## src/rtl/dmf_pkg.sv

```systemverilog
package dmf_pkg;
  typedef enum logic {
    RD_STD  = 1'b0,
    RD_FWFT = 1'b1
  } rd_mode_e;
endpackage

```

## src/rtl/dmf_ram.sv

```systemverilog
module dmf_ram #(
  parameter int unsigned WIDTH = 18,
  parameter int unsigned DEPTH = 16,
  localparam int unsigned AW   = $clog2(DEPTH)
) (
  input  logic             clk,
  input  logic             clr,
  input  logic             we,
  input  logic [AW-1:0]    waddr,
  input  logic [WIDTH-1:0] wdata,
  input  logic             re,
  input  logic [AW-1:0]    raddr,
  output logic [WIDTH-1:0] q
);
  logic [WIDTH-1:0] mem [DEPTH];

  always_ff @(posedge clk) begin
    if (we) mem[waddr] <= wdata;
  end

  // Output register with synchronous clear, mapped onto the RAM output stage.
  always_ff @(posedge clk) begin
    if (clr)     q <= '0;
    else if (re) q <= mem[raddr];
  end
endmodule

```

## src/rtl/dmf_ptr_ctl.sv

```systemverilog
module dmf_ptr_ctl #(
  parameter int unsigned DEPTH  = 16,
  parameter int unsigned RT_CYC = 2,
  localparam int unsigned AW    = $clog2(DEPTH),
  localparam int unsigned PW    = AW + 1,
  localparam int unsigned CW    = $clog2(RT_CYC + 1)
) (
  input  logic          clk,
  input  logic          clr,
  input  logic          wr_en,
  input  logic          rd_take,
  input  logic          rt_req,
  output logic          wr_go,
  output logic [AW-1:0] waddr,
  output logic [AW-1:0] raddr,
  output logic [PW-1:0] cnt,
  output logic [PW-1:0] cnt_nxt,
  output logic          busy,
  output logic          busy_nxt
);
  localparam logic [PW-1:0] FULL_CNT = PW'(DEPTH);

  logic [PW-1:0] wptr, rptr, wptr_n, rptr_n;
  logic [CW-1:0] rtc, rtc_n;

  assign cnt   = wptr - rptr;
  assign busy  = (rtc != '0);
  assign wr_go = wr_en && (cnt != FULL_CNT) && !clr;
  assign waddr = wptr[AW-1:0];
  assign raddr = rptr[AW-1:0];

  always_comb begin
    wptr_n = wptr;
    rptr_n = rptr;
    rtc_n  = rtc;
    if (clr) begin
      wptr_n = '0;
      rptr_n = '0;
      rtc_n  = '0;
    end else begin
      if (wr_go) wptr_n = wptr + PW'(1);
      if (rt_req) begin
        rptr_n = '0;
        rtc_n  = CW'(RT_CYC);
      end else begin
        if (rd_take) rptr_n = rptr + PW'(1);
        if (rtc != '0) rtc_n = rtc - CW'(1);
      end
    end
  end

  assign cnt_nxt  = wptr_n - rptr_n;
  assign busy_nxt = (rtc_n != '0);

  always_ff @(posedge clk) begin
    wptr <= wptr_n;
    rptr <= rptr_n;
    rtc  <= rtc_n;
  end

  // occupancy never exceeds the memory size
  a_r11_cnt_bounded: assert property (@(posedge clk) disable iff (clr)
    cnt <= FULL_CNT);
  // write while full leaves the write side alone
  a_r7_no_overflow: assert property (@(posedge clk) disable iff (clr)
    (wr_en && cnt == FULL_CNT) |=> $stable(wptr));
  // nothing stored, no read advance
  a_r8_no_underflow: assert property (@(posedge clk) disable iff (clr)
    (cnt == '0 && !rt_req) |=> $stable(rptr));
  // rewind lands on location zero
  a_r9_rewind_zero: assert property (@(posedge clk) disable iff (clr)
    rt_req |=> (rptr == '0));
  // rewind leaves the write side untouched
  a_r9_write_kept: assert property (@(posedge clk) disable iff (clr)
    (rt_req && !wr_en) |=> $stable(wptr));
endmodule

```

## src/rtl/dmf_out_ctl.sv

```systemverilog
module dmf_out_ctl
  import dmf_pkg::*;
#(
  parameter int unsigned DEPTH = 16,
  localparam int unsigned PW   = $clog2(DEPTH) + 1
) (
  input  logic          clk,
  input  logic          mrst,
  input  logic          prst,
  input  logic          strap,
  input  logic          rd_en,
  input  logic          rt_req,
  input  logic [PW-1:0] cnt,
  input  logic [PW-1:0] cnt_nxt,
  input  logic          busy,
  input  logic          busy_nxt,
  output logic          rd_take,
  output rd_mode_e      mode,
  output logic          full_ir,
  output logic          empty_or
);
  localparam logic [PW-1:0] FULL_CNT = PW'(DEPTH);

  logic     clr, has_words, take_std, take_ff;
  logic     ov, ov_n, full_n, fi_n, eo_n;
  rd_mode_e mode_n;

  assign clr       = mrst || prst;
  assign mode_n    = mrst ? rd_mode_e'(strap) : mode;
  assign has_words = (cnt != '0);
  assign take_std  = rd_en && has_words && !busy && !rt_req;
  assign take_ff   = has_words && !busy && !rt_req && (!ov || rd_en);
  assign rd_take   = !clr && ((mode == RD_FWFT) ? take_ff : take_std);

  always_comb begin
    if (clr || mode != RD_FWFT) ov_n = 1'b0;
    else if (rt_req)            ov_n = 1'b0;
    else if (take_ff)           ov_n = 1'b1;
    else if (rd_en)             ov_n = 1'b0;
    else                        ov_n = ov;
  end

  assign full_n = (cnt_nxt == FULL_CNT);

  always_comb begin
    if (mode_n == RD_FWFT) begin
      fi_n = full_n;
      eo_n = busy_nxt ? 1'b1 : !ov_n;
    end else begin
      fi_n = !full_n;
      eo_n = busy_nxt ? 1'b0 : (cnt_nxt != '0);
    end
  end

  always_ff @(posedge clk) begin
    if (mrst) mode <= rd_mode_e'(strap);
    ov       <= ov_n;
    full_ir  <= fi_n;
    empty_or <= eo_n;
  end

  // standard style reports empty through a rewind
  a_r10_std_forced: assert property (@(posedge clk) disable iff (clr)
    (mode == RD_STD && busy) |-> !empty_or);
  // fall-through style reports not-ready through a rewind
  a_r10_ff_forced: assert property (@(posedge clk) disable iff (clr)
    (mode == RD_FWFT && busy) |-> empty_or);
  // a presented word stays until consumed or rewound
  a_r5_head_held: assert property (@(posedge clk) disable iff (clr)
    (mode == RD_FWFT && ov && !rd_en && !rt_req) |=> ov);
endmodule

```

## src/rtl/dualmode_fifo.sv

```systemverilog
module dualmode_fifo
  import dmf_pkg::*;
#(
  parameter int unsigned WIDTH     = 18,
  parameter int unsigned DEPTH     = 16,
  parameter int unsigned RT_CYCLES = 2,
  localparam int unsigned AW       = $clog2(DEPTH),
  localparam int unsigned PW       = AW + 1
) (
  input  logic             clk,
  input  logic             mrst,
  input  logic             prst,
  input  logic             mode_strap,
  input  logic             wr_en,
  input  logic [WIDTH-1:0] wr_data,
  input  logic             rd_en,
  input  logic             rt_req,
  output logic [WIDTH-1:0] rd_data,
  output logic             full_ir,
  output logic             empty_or
);
  logic          clr, wr_go, rd_take, busy, busy_nxt;
  logic [AW-1:0] waddr, raddr;
  logic [PW-1:0] cnt, cnt_nxt;
  rd_mode_e      mode;

  assign clr = mrst || prst;

  dmf_ptr_ctl #(.DEPTH(DEPTH), .RT_CYC(RT_CYCLES)) u_ptr (
    .clk(clk), .clr(clr), .wr_en(wr_en), .rd_take(rd_take), .rt_req(rt_req),
    .wr_go(wr_go), .waddr(waddr), .raddr(raddr), .cnt(cnt), .cnt_nxt(cnt_nxt),
    .busy(busy), .busy_nxt(busy_nxt)
  );

  dmf_out_ctl #(.DEPTH(DEPTH)) u_out (
    .clk(clk), .mrst(mrst), .prst(prst), .strap(mode_strap), .rd_en(rd_en),
    .rt_req(rt_req), .cnt(cnt), .cnt_nxt(cnt_nxt), .busy(busy),
    .busy_nxt(busy_nxt), .rd_take(rd_take), .mode(mode), .full_ir(full_ir),
    .empty_or(empty_or)
  );

  dmf_ram #(.WIDTH(WIDTH), .DEPTH(DEPTH)) u_ram (
    .clk(clk), .clr(clr), .we(wr_go), .waddr(waddr), .wdata(wr_data),
    .re(rd_take), .raddr(raddr), .q(rd_data)
  );

  // the read style changes only under master reset
  a_r1_mode_sticky: assert property (@(posedge clk) disable iff (mrst)
    !mrst |=> $stable(mode));
  // standard style output holds while nothing can be read
  a_r8_std_empty_hold: assert property (@(posedge clk) disable iff (clr)
    (mode == RD_STD && !empty_or) |=> $stable(rd_data));
endmodule

```

## config.mk

```make
export PLATFORM = sky130hd
export DESIGN_NAME = dualmode_fifo
export DESIGN_NICKNAME = d
export VERILOG_FILES = /design/src/rtl/dmf_pkg.sv /design/src/rtl/dmf_ram.sv /design/src/rtl/dmf_ptr_ctl.sv /design/src/rtl/dmf_out_ctl.sv /design/src/rtl/dualmode_fifo.sv
export SDC_FILE = /design/constraint.sdc
export NUM_CORES = 1
export LEC_CHECK = 0
export BUFFER_PORTS_ARGS = -buffer_cell sky130_fd_sc_hd__clkbuf_2
export CORE_ASPECT_RATIO = 1.5
export CORE_MARGIN = 1
export CORE_UTILIZATION = 50
export DETAILED_ROUTE_END_ITERATION = 16
export MAX_ROUTING_LAYER = met4
export PLACE_DENSITY = 0.67
export SKIP_CTS_REPAIR_TIMING = 1
export SYNTH_ARGS = -nofsm -noshare
export SYNTH_HDL_FRONTEND = slang
export SYNTH_SLANG_ARGS = --single-unit
```

## constraint.sdc

```tcl
create_clock -name clk -period 7.6 [get_ports clk]
set_clock_uncertainty 0.1 [all_clocks]
set_input_delay 2.28 -clock clk [delete_from_list [all_inputs] [get_ports clk]]
set_output_delay 2.28 -clock clk [all_outputs]
set_load 0.02 [all_outputs]
```

Word-level counts from Yosys, hierarchy flattened:

Memories as Yosys holds them, arrays and structs flattened. A register that Yosys moved wholly into a read port is not among the register bits.
Index checks and enable logic that the tools add are counted.

* bits in registers: 16
* latch bits: 0
* memory bits (writable): 288
* memory bits (read-only): 0
* bits of input ports: 25
* output and inout bits: 20
* logic and storage cells: 58
* memories kept: 1

* add/sub/neg operators: 5
* multiply operators: 0
* divide/modulo/power cells: 0
* order comparisons: 0
* equality and inequality tests: 2
* shift operators: 0
* mux-type cells: 20
* bitwise operators: 1
* reductions and logical operators: 22

Memory list
* u_ram.mem: words 16, bits a word 18, read ports 1, clocked after Yosys merged registers in 1, write ports 1, line dmf_ram.sv:15 `logic [WIDTH-1:0] mem [DEPTH];`

Operator list (count)
* 5-bit 2-to-1 mux: 5
* 1-bit 2-to-1 mux: 12
* 5-bit by 1-bit adder with 5-bit output (second input constant): 2
* 5-bit nonzero test: 2
* 5-bit subtractor: 2
* 1-bit logical AND: 9
* 1-bit zero test: 6
* 2-bit 2-to-1 mux: 3
* 5-bit equality test (second input constant): 1
* 5-bit inequality test (second input constant): 1
* 2-bit nonzero test: 2
* 1-bit logical OR: 3
* 2-bit by 1-bit subtractor with 2-bit output (second input constant): 1
* 1-bit inverter: 1

Logic depth before layout (Yosys ltp):

* word-level depth: 14
* gate-level depth with buffers: 21
* depth with buffers taken out: 18

Modules after synthesis:

From an unflattened synthesis, not the netlist that was laid out.

* cells, all modules: 809
* area total of the unflattened synthesis: 12913.6 µm²

By module, submodules not included
* dmf_ram: instances 1, cells each 676, area each 11778.8 µm², seq. area each 9008.6 µm²
* dmf_ptr_ctl: instances 1, cells each 109, area each 923.4 µm², seq. area each 240.2 µm²
* dmf_out_ctl: instances 1, cells each 23, area each 205.2 µm², seq. area each 80.1 µm²
* dualmode_fifo: instances 1, cells each 1, area each 6.3 µm², seq. area each 0.0 µm²

Worst setup path before layout:

No wires, ideal clock.

* path kind: input to register
* start point: input prst
* end point: memory u_ram.mem[3][0], enable pin
* library setup time: 0.416 ns
* data arrival time: 4.393 ns
* required time: 7.084 ns
* slack: 2.691 ns
* cell stages on the path: 6
* path buffers: 1
* cells stage by stage: nor2_1 -> and2_1 -> o41a_1 -> clkbuf_1 -> nand2_1 -> nor3_1

* cells in the longest elaborated chain, start to end: 5

Ends and longest elaborated chain
* start, declared: line dualmode_fifo.sv:12 `input logic prst,`
* 1-bit logical OR: line dualmode_fifo.sv:27 `assign clr = mrst || prst;`
* 1-bit zero test: line dmf_ptr_ctl.sv:28 `assign wr_go = wr_en && (cnt != FULL_CNT) && !clr;`
* 1-bit logical AND: line dmf_ptr_ctl.sv:28
* 1-bit 2-to-1 mux: line dmf_ram.sv:18 `if (we) mem[waddr] <= wdata;`
* 1-bit 2-to-1 mux (implied by the code): line dmf_ram.sv:18
* end, declared: line dmf_ram.sv:15

Every way passes these cells.

Worst setup path in the final report:

* start point: input mrst
* end point: register u_out.full_ir

* cells in the longest elaborated chain, start to end: 10
* elaborated cells between the ends (all ways): 14
* those cells by class: 1 x add/sub; 1 x eq/ne; 7 x mux; 5 x reduce/logical

Ends and longest elaborated chain
* start, declared: line dualmode_fifo.sv:11 `input logic mrst,`
* 1-bit logical OR: line dmf_out_ctl.sv:28, dualmode_fifo.sv:27
* 1-bit zero test: line dmf_ptr_ctl.sv:28, dmf_out_ctl.sv:33
* 1-bit logical AND: line dmf_out_ctl.sv:33 `assign rd_take = !clr && ((mode == RD_FWFT) ? take_ff : take_std);`
* 5-bit 2-to-1 mux: line dmf_ptr_ctl.sv:46 `if (rd_take) rptr_n = rptr + PW'(1);`
* 5-bit 2-to-1 mux: line dmf_ptr_ctl.sv:42 `if (rt_req) begin`
* 5-bit 2-to-1 mux: line dmf_ptr_ctl.sv:36 `if (clr) begin`
* 5-bit subtractor: line dmf_ptr_ctl.sv:52 `assign cnt_nxt = wptr_n - rptr_n;`
* 5-bit equality test: line dmf_out_ctl.sv:43 `assign full_n = (cnt_nxt == FULL_CNT);`
* 1-bit zero test: line dmf_out_ctl.sv:50 `fi_n = !full_n;`
* 1-bit 2-to-1 mux *: line dmf_out_ctl.sv:46 `if (mode_n == RD_FWFT) begin`
* named net u_out.fi_n: line dmf_out_ctl.sv:25 `logic ov, ov_n, full_n, fi_n, eo_n;`
* end signal, assigned: line dmf_out_ctl.sv:58 `full_ir <= fi_n;`
* end, declared: line dmf_out_ctl.sv:19 `output logic full_ir,`

Mark *: on every way through the listed nets, which the timed path passes. The rest lies on a longest branch.

==> out/qor.yml <==
status:
  status: "finished, final reports clean"
die:
  io-pin-count: 45
  die_y_um: 196
  core_region_area_um2: 24500
  die_w_um: 132
  start_util_pct: 51.4
  die_area_um2: 25800
  fp-row-count: 70
final_layout:
  layout-drive-gt1-share_pct: 30.2
  final_cells: 1035
  antenna-diode-count: 0
  layout.nets: 729
  fin_util_pct: 57.8
  mostFrequentLayoutCells: "edfxtp_1, mux4_2, nand2_1, clkbuf_2, dfxtp_1"
  areaGrowthSynthToFinish_pct: 12.5
  final_common_cell: "edfxtp_1"
  final_cell_area_um2: 14200
setup_path:
  path_class: "input port to flip-flop"
  startpoint: "mrst"
  r2r-start: "u_ptr.rptr[0]$_DFF_P_"
  arrival_ns: 5.82
  crit_fanout: 26
  startpoint_type: "input port"
  required_ns: 7.97
  r2r_cells: 16
  cp-end-kind: "flip-flop"
sta:
  worstMarginPinSlew_ns: 1.12
  hold_viol: 0
  final.period_utilization_pct: 71.8
  rsz0062_at_grt: "no"
  period_minus_slack_ns: 5.46
  final.setup.tns_ns: 0
  slew_viol_final: 0
  setup_viol: 0
  maxSlewHeadroom_pct: 25.1
  fmax_mhz: 183
  whs_ns: 0.360
yosys:
  synth_edf_count: 288
  ys_top_cells_by_area: "edfxtp_1, mux4_2, dfxtp_1"
  synth_cell_types: 43
  yosysSeqAreaShare_pct: 74.0
  synth_area_leader_cell: "edfxtp_1"
  synth_nets: 669
  yosysWarnings: 0
  synth_seq_cells: 322
  postSynth.asyncResetShare_pct: 0
  synth_area_um2: 12600
  synth_top_area_share_pct: 68.6
  syn_avg_cell_area_um2: 20.0
  synth_ff_type: "edfxtp_1"
  syn_inst: 631
clock_tree:
  cts_root_buffer: "clkbuf_16"
  numClockSinks: 322
  clockBufferDepth: 3
  htree_num_levels: 1
  cts.clk_slew.worst_paths_ns: 0.07
  cts_tree: "yes"
  clk_latency_ns: 0.54
  tritoncts.num_buffers: 28
hold_path:
  hp-start: "u_ram.q[12]$_SDFFE_PN0N_"
  holdPathStages: 2
  hold_path.class: "flip-flop to flip-flop"
power_and_ir_drop:
  p_per_area_nw_per_um2: 237
  p_leak_nw: 4.47
  vdd_ir_drop_max_uv: 219
drt:
  via_per_inst: 5.96
  first_pass_iters: 5
  ant_nets: 0
  wirelength_mm: 26.7
  route.detailed.drc: 0
  drt_iter0_markers: 527
  wl_per_cell_um: 25.8
  via_count: 6169
global_routing:
  grt_pass1_wl_mm: 40.6
  grt_usage_pct: 22.2
  grt-ovfl-total: 0
  grt_pass1_vias: 6576
  grt_max_degree: 75
  antenna_found_initial: 0
placement:
  place_inst: 985
  io_buffer_count: 44
  dpl_cell_area_um2: 13300
  routabilityCongestion: 0.840
  hpwl_mm: 15.2
flow_run:
  drv_cap: 0
==> critical path, cell delays in order <==
cell and delay (ns):
clkbuf_2 0.11, or2_2 0.53, nor2_1 0.21, and2_1 0.83, a21oi_1 0.14, nand2b_1 0.21
ha_1 0.34, a21oi_1 0.22, nor2b_1 0.09, o21a_1 0.19, o211ai_1 0.28, nor2_1 0.07
mux2i_1 0.17, xnor2_1 0.13
==> power breakdown <==
| group | internal (mW) | switching, mW |
|---|---|---|
| clock network | 0.761 | 0.594 |
| registers | 1.93 | 0.00355 |
| logic | 0.0202 | 0.0444 |
| total | 2.71 | 0.642 |
==> registers in the layout, summed over array words and instances, names as in the netlist <==
name / count
u_ptr.rptr: 5
u_out.mode: 1
u_out.full_ir: 1
u_ptr.wptr: 5
u_ram.q: 18
u_out.ov: 1
u_out.empty_or: 1
u_ram.mem: 288
u_ptr.rtc: 2
==> area by class of cell <==
class | count | area, um2
fill | 1838 | 10400
sequential | 322 | 9330
multi-input combinational | 267 | 3180
clock buffer | 41 | 801
tap | 324 | 405
timing repair buffer | 59 | 333
clock inverter | 9 | 68.8
inverter | 13 | 48.8
==> Yosys cell counts, drive strengths merged, types with 2 or more instances <==
master / count
buf: 10
or2: 4
clkbuf: 19
a21oi: 27
or3: 3
a31oi: 2
nand2b: 6
edfxtp: 288
xor2: 4
nand4: 2
and2: 2
mux2i: 3
dfxtp: 34
ha: 13
nor2: 25
nand2: 48
nor3: 6
nand3: 2
o211ai: 3
nor2b: 4
mux4: 90
xnor2: 9
inv: 13
==> per-layer routing <==
layer	up-vias	part of all wire, %	global-route usage, %
li1	2661	-	-
met1	3253	39	28.2
met2	201	53	37.7
met3	54	5.4	2.47
met4	0	2.7	7.36
met5	-	0	-
==> through the flow <==
| stage | worst slack, ns | total power, mW |
|---|---|---|
| floorplan | 2.69 | 2.00 |
| global placement | 1.76 | 2.03 |
| detailed placement | 1.60 | 2.04 |
| CTS | 2.15 | 3.37 |
| global route | 1.83 | 3.45 |
| finish | 2.14 | 3.36 |
==> cell families (layout without fill, tap and decap cells) <==
| kind of cell | after synthesis | count (layout) | synth area share, % |
|---|---|---|---|
| flops | 322 | 322 | 74.0 |
| simple gates | 106 | 106 | 3.82 |
| mux | 93 | 93 | 16.4 |
| compound gates | 42 | 42 | 2.24 |
| buf+inv | 42 | 122 | 1.33 |
| fa+ha+maj | 13 | 13 | 1.29 |
| xor+xnor | 13 | 13 | 0.904 |
==> final timing paths <==
path	end	slack [ns]
worst max-delay path	u_out.full_ir$_DFF_P_	2.14
worst min-delay path	u_ram.q[12]$_SDFFE_PN0N_	0.36
worst min register to register	u_ram.q[12]$_SDFFE_PN0N_	0.36
worst max register to register	u_out.full_ir$_DFF_P_	2.58
No activity file was read; power rests on OpenSTA's default activity.
